## src/rtl/msg_slot.sv

```systemverilog
`timescale 1ns/1ps
module msg_slot #(
  parameter int ENTRY_LOG2 = 2,
  parameter int WORD_LOG2  = 3,
  parameter int ADDR_W     = WORD_LOG2 + 4
) (
  input  logic              clk,
  input  logic              rst_n,
  input  logic              p_wr,
  input  logic [ADDR_W-1:0] p_addr,
  input  logic [31:0]       p_wdata,
  output logic [31:0]       p_rdata,
  input  logic              c_wr,
  input  logic [ADDR_W-1:0] c_addr,
  input  logic [31:0]       c_wdata,
  output logic [31:0]       c_rdata
);
  localparam int ENTRIES = 1 << ENTRY_LOG2;
  localparam int WORDS   = 1 << WORD_LOG2;
  localparam int CNT_W   = ENTRY_LOG2 + 1;
  localparam int IDX_W   = ADDR_W - 2;
  localparam int MEM_W   = ENTRY_LOG2 + WORD_LOG2;
  localparam int CLAIM_B = 24;
  localparam int PURGE_B = 25;
  localparam int READY_B = 26;
  localparam int DISC_B  = 27;
  localparam logic [IDX_W-1:0] IDX_CMD = IDX_W'(0);
  localparam logic [IDX_W-1:0] IDX_STS = IDX_W'(1);
  localparam logic [IDX_W-1:0] WIN_LO  = IDX_W'(2);
  localparam logic [IDX_W-1:0] WIN_HI  = IDX_W'(WORDS + 2);
  localparam logic [CNT_W-1:0] CNT_MAX = CNT_W'(ENTRIES);

  logic [31:0]           mem   [ENTRIES*WORDS];
  logic [7:0]            len_q [ENTRIES];
  logic [ENTRY_LOG2-1:0] head_q, tail_q;
  logic [CNT_W-1:0]      count_q;
  logic                  claimed_q;

  logic [IDX_W-1:0] p_idx, c_idx, p_rel, c_rel;
  logic             p_win, c_win, p_cmd, c_cmd;
  logic             full, empty, purge;
  logic             do_claim, do_ready, do_disc, do_wdat;
  logic [7:0]       head_len;
  logic [31:0]      status;

  assign p_idx = p_addr[ADDR_W-1:2];
  assign c_idx = c_addr[ADDR_W-1:2];
  assign p_rel = p_idx - WIN_LO;
  assign c_rel = c_idx - WIN_LO;
  assign p_win = (p_idx >= WIN_LO) && (p_idx < WIN_HI);
  assign c_win = (c_idx >= WIN_LO) && (c_idx < WIN_HI);
  assign p_cmd = p_wr && (p_idx == IDX_CMD);
  assign c_cmd = c_wr && (c_idx == IDX_CMD);

  assign full  = (count_q == CNT_MAX);
  assign empty = (count_q == '0);
  assign purge = (p_cmd && p_wdata[PURGE_B]) || (c_cmd && c_wdata[PURGE_B]);

  assign do_claim = p_cmd && p_wdata[CLAIM_B] && !claimed_q && !full && !purge;
  assign do_ready = p_cmd && p_wdata[READY_B] && claimed_q && !purge;
  assign do_disc  = c_cmd && c_wdata[DISC_B] && !empty && !purge;
  assign do_wdat  = p_wr && p_win && claimed_q;

  always_ff @(posedge clk) begin
    if (!rst_n) begin
      head_q    <= '0;
      tail_q    <= '0;
      count_q   <= '0;
      claimed_q <= 1'b0;
    end else if (purge) begin
      head_q    <= '0;
      tail_q    <= '0;
      count_q   <= '0;
      claimed_q <= 1'b0;
    end else begin
      if (do_claim) claimed_q <= 1'b1;
      if (do_ready) begin
        claimed_q <= 1'b0;
        tail_q    <= tail_q + 1'b1;
      end
      if (do_disc) head_q <= head_q + 1'b1;
      case ({do_ready, do_disc})
        2'b10:   count_q <= count_q + 1'b1;
        2'b01:   count_q <= count_q - 1'b1;
        default: count_q <= count_q;
      endcase
    end
  end

  always_ff @(posedge clk) begin
    if (do_wdat) mem[MEM_W'({tail_q, p_rel[WORD_LOG2-1:0]})] <= p_wdata;
    if (do_ready) len_q[tail_q] <= p_wdata[7:0];
  end

  assign head_len = empty ? 8'h00 : len_q[head_q];
  assign status   = {4'(WORD_LOG2), 4'h0, head_len, 8'(count_q),
                     6'(ENTRY_LOG2), empty, full};

  always_comb begin
    p_rdata = 32'h0;
    if (p_idx == IDX_STS) p_rdata = status;
    else if (p_win)       p_rdata = mem[MEM_W'({tail_q, p_rel[WORD_LOG2-1:0]})];
  end

  always_comb begin
    c_rdata = 32'h0;
    if (c_idx == IDX_STS) c_rdata = status;
    else if (c_win)       c_rdata = mem[MEM_W'({head_q, c_rel[WORD_LOG2-1:0]})];
  end

  logic unused_bits;
  assign unused_bits = ^{p_addr[1:0], c_addr[1:0], p_wdata[23:8], p_wdata[31:28],
                         c_wdata[31:28], c_wdata[26], c_wdata[24:0],
                         p_rel[IDX_W-1:WORD_LOG2], c_rel[IDX_W-1:WORD_LOG2]};


  count_bound_chk: assert property (@(posedge clk) disable iff (!rst_n)
    count_q <= CNT_MAX);

  full_no_claim_chk: assert property (@(posedge clk) disable iff (!rst_n)
    full |-> !claimed_q);

  ready_unclaimed_chk: assert property (@(posedge clk) disable iff (!rst_n)
    (p_cmd && p_wdata[READY_B] && !claimed_q && !purge) |=> $stable(tail_q));

  disc_empty_chk: assert property (@(posedge clk) disable iff (!rst_n)
    (c_cmd && c_wdata[DISC_B] && empty && !purge) |=> $stable(head_q));

  purge_clear_chk: assert property (@(posedge clk) disable iff (!rst_n)
    purge |=> (count_q == '0) && !claimed_q);

  commit_grow_chk: assert property (@(posedge clk) disable iff (!rst_n)
    (do_ready && !do_disc) |=> count_q == CNT_W'($past(count_q) + 1'b1));
endmodule

```

## config.mk

```make
export PLATFORM = sky130hd
export DESIGN_NAME = msg_slot
export DESIGN_NICKNAME = d
export VERILOG_FILES = /design/src/rtl/msg_slot.sv
export SDC_FILE = /design/constraint.sdc
export NUM_CORES = 2
export LEC_CHECK = 0
export ABC_CLOCK_PERIOD_IN_PS = 21500
export BUFFER_PORTS_ARGS = -buffer_cell sky130_fd_sc_hd__buf_2
export CAP_MARGIN = 20
export CORE_UTILIZATION = 40
export DETAILED_ROUTE_END_ITERATION = 12
export HOLD_SLACK_MARGIN = 0.06
export PLACE_DENSITY = 0.66
export SLEW_MARGIN = 40
export SYNTH_ARGS = -nofsm -noshare
export SYNTH_HDL_FRONTEND = slang
export SYNTH_SLANG_ARGS = --single-unit
```

## constraint.sdc

```tcl
create_clock -name clk -period 21.5 [get_ports clk]
set_clock_uncertainty 0.1 [all_clocks]
set_input_delay 6.45 -clock clk [delete_from_list [all_inputs] [get_ports clk]]
set_output_delay 6.45 -clock clk [all_outputs]
set_load 0.05 [all_outputs]
```

==> metrics.csv <==
metric,value,unit
outcome,"complete, no violations",
wl,146,mm
cts_hold_buf,0,
first_pass_iters,5,
critPathArrivalTime,10.97,ns
drive_gt1_share,37.9,%
rsz0062_at_grt,false,
synth_edf_count,1056,
power_frac_clock,42.4,%
ctsHtreeMaxLevel,3,
cts_buffers,104,
setup_viol,0,
cpMostUsedCell,buf_4,
rrSetupSlack,17.92,ns
clk_path_buf_depth,3,
hold_class,flip-flop to flip-flop,
row_count,128,
seq_power_share,49.9,%
path_cells,buf_8 -> inv_2 -> buf_4 -> ha_2 -> buf_4 -> buf_4 -> nor2_1 -> buf_4 -> a221oi_1 -> o21ai_0 -> nand3_1 -> nor3b_1 -> buf_2,
postSynthAreaPerCell,20.7,sq um
syn_nets,2467,
p_comb_share,7.7,%
gp_congestion,0.833,
cts-root-buf,clkbuf_16,
fill_cells,9963,
required,14.95,ns
maxSlewViolCount,0,
critical_path.startpoint,c_addr[3],
wl_per_cell,34.7,um
final_cells,4224,
final-hold-violation-count,0,
dr.first_iter.drc_count,3782,
dieArea,124000,sq um
switching_share,22.0,%
maxCapViolCount,0,
power.internal,0.00357,W
ys.flop_type,edfxtp_1,
cts_tree,done,
power_leakage,17.4,nW
layout.nets,2600,
cts.repair.resized,0,
rr_endpoint,mem[12][14],
startpoint_type,input pin,
maxSlewHeadroom,38.0,%
critical_path_class,input pin to primary output,
route.vias.total,27400,
die_w,353,um
async_flop_share,0,%
critPathBufInv,7,
netlist_instances,2377,
min-delay-start,claimed_q,
final_antenna_net_count,0,
reg2regPathDepth,5,
fmax,0.0571,GHz
syn_area,49200,sq um
ys_seq_elements,1066,
cts_setup_buffers,0,
grtUsageTotal,23.5,%
clk_pin_slew,0.07,ns
worst_path_largest_cell_delay,0.62,ns
fp.coreArea,122000,sq um
path_delay_family,buffers and inverters,
io_buffers,111,
clock-sinks,1066,
multi_input_area,16600,sq um
cp_max_fo,58,
fp.dieH,353,um
syn_to_final_growth,13.3,%
hpwl,86.3,mm
yosys.cell_types.count,63,
netSwitchingPower,0.00101,W
finalCritPeriodShare,81.5,%
placedCellCount,4026,
drc_errors,0,
clk_latency,0.70,ns
seq_area,31900,sq um
post-route-util,45.8,%
worstMarginPinSlew,0.930,ns
ir_drop,0.0523,mV
grt_pass1_wl,209,mm
grt_max_degree,119,
whs_endpoint,claimed_q,
io_pins,146,
post-route-min-period,17.52,ns
whs_path_depth,2,
ys_seq_area_share,64.8,%
crit-reg2reg-launch,tail_q[0],
crit_slowest_cell,buf_4,
start_util,40.4,%
worst_setup_path_end_kind,primary output,
fin_tns_setup,0,ns
antenna_found_initial,17,
grt_pass1_vias,28400,
powerDensity,82.0,nW/um^2
vias_per_cell,6.49,
grt_overflow,0,
yosysWarnings,0,
==> worst min-delay path, stage by stage, from the launching register on <==
cell and delay [ns]:
dfxtp_1 0.32, inv_1 0.11, a211oi_1 0.08
==> registers in the layout, indices dropped and copies added, names as in the netlist, named ones only <==
register and count:
mem 1024, len_q 32, count_q 3, head_q 2, tail_q 2, claimed_q 1
==> how the worst max path moves through the flow <==
stage | end | cells past startpoint
after floorplan | c_rdata[3] | 12
after global placement | c_rdata[28] | 13
after detailed placement | c_rdata[29] | 13
after CTS | c_rdata[29] | 13
after global routing | c_rdata[28] | 13
final | c_rdata[28] | 13
==> layer usage <==
metal  GRT usage [%]  part of all wire (%)  vias up
met5               0                 0.088        -
met4            7.79                   3.3       22
met3            4.91                    10      311
met2            38.8                    50     1684
met1            31.1                    37    14700
li1                -                     -    10700
==> final cells by class <==
| cell class | count | share of cell area [%] |
|---|---|---|
| sequential | 1066 | 57.2 |
| tap | 1625 | 3.65 |
| clock inverter | 70 | 1.55 |
| antenna | 3 | 0.0135 |
| clock buffer | 122 | 4.90 |
| multi-input combinational | 1109 | 29.8 |
| timing repair buffer | 198 | 2.68 |
| inverter | 31 | 0.215 |
==> placed cells by master, fill, tap and decap left out, drive strengths merged, types with 8 or more instances in the layout <==
cell type | Yosys | routed
a21oi | 29 | 29
buf | 120 | 198
clkbuf | 51 | 122
clkinv | 2 | 43
nand2b | 8 | 8
inv | 29 | 34
a22o | 18 | 18
a22oi | 16 | 16
nand3 | 16 | 16
o22ai | 35 | 35
mux2i | 76 | 76
nor2 | 71 | 71
a32o | 11 | 11
and3 | 8 | 8
mux4 | 564 | 564
o21ai | 33 | 33
nor4 | 8 | 8
edfxtp | 1056 | 1056
o221ai | 10 | 10
nand2 | 89 | 89
dfxtp | 10 | 10
bufinv | 0 | 20
nor3 | 18 | 18
a221oi | 19 | 19
nor2b | 10 | 10
==> power groups by stage <==
stage	Sequential, W	Combinational (W)	Clock, W
6_report	0.00228	0.000352	0.00194
3_3_place_gp	0.00233	0.000343	0
5_1_grt	0.00228	0.000368	0.00203
3_5_place_dp	0.00233	0.000349	0
4_1_cts	0.00228	0.000351	0.00195
2_1_floorplan	0.00233	0.000236	0
==> cell usage after synthesis, drive strengths merged, types with 10 or more instances <==
cell type | number | area (sq um)
a32o | 11 | 110
o21ai | 33 | 165
mux4 | 564 | 12700
buf | 120 | 719
nor2 | 71 | 269
inv | 29 | 109
mux2i | 76 | 761
nand2 | 89 | 334
clkbuf | 51 | 191
o22ai | 35 | 219
a221oi | 19 | 179
a22o | 18 | 158
a22oi | 16 | 120
a21oi | 29 | 145
nor3 | 18 | 95.1
o221ai | 10 | 87.6
edfxtp | 1056 | 31700
dfxtp | 10 | 200
nand3 | 16 | 90.1
nor2b | 10 | 62.6
==> cell families (layout without fill, tap and decap cells) <==
family / Yosys count / count (layout) / synth area share (%)
flops: 1066 / 1066 / 64.8
other cells: 0 / 3 / 0
fa+ha+maj: 8 / 8 / 0.219
buf+inv: 202 / 421 / 2.09
xor+xnor: 6 / 6 / 0.107
compound gates: 208 / 208 / 3.06
mux: 641 / 641 / 27.4
simple gates: 246 / 246 / 2.34
==> stage by stage <==
stage | cell area [sq um] | power (W) | hold slack (ns) | setup WS (ns)
after detailed placement | 52100 | 0.00268 | 0.452 | 4.14
final | 55800 | 0.00457 | 0.464 | 3.98
after floorplan | 49200 | 0.00256 | 0.403 | 4.88
after CTS | 55700 | 0.00459 | 0.461 | 4.10
after global placement | 51800 | 0.00267 | 0.428 | 4.11
after global routing | 55800 | 0.00468 | 0.492 | 3.96
(Power assumes the default switching activity.)
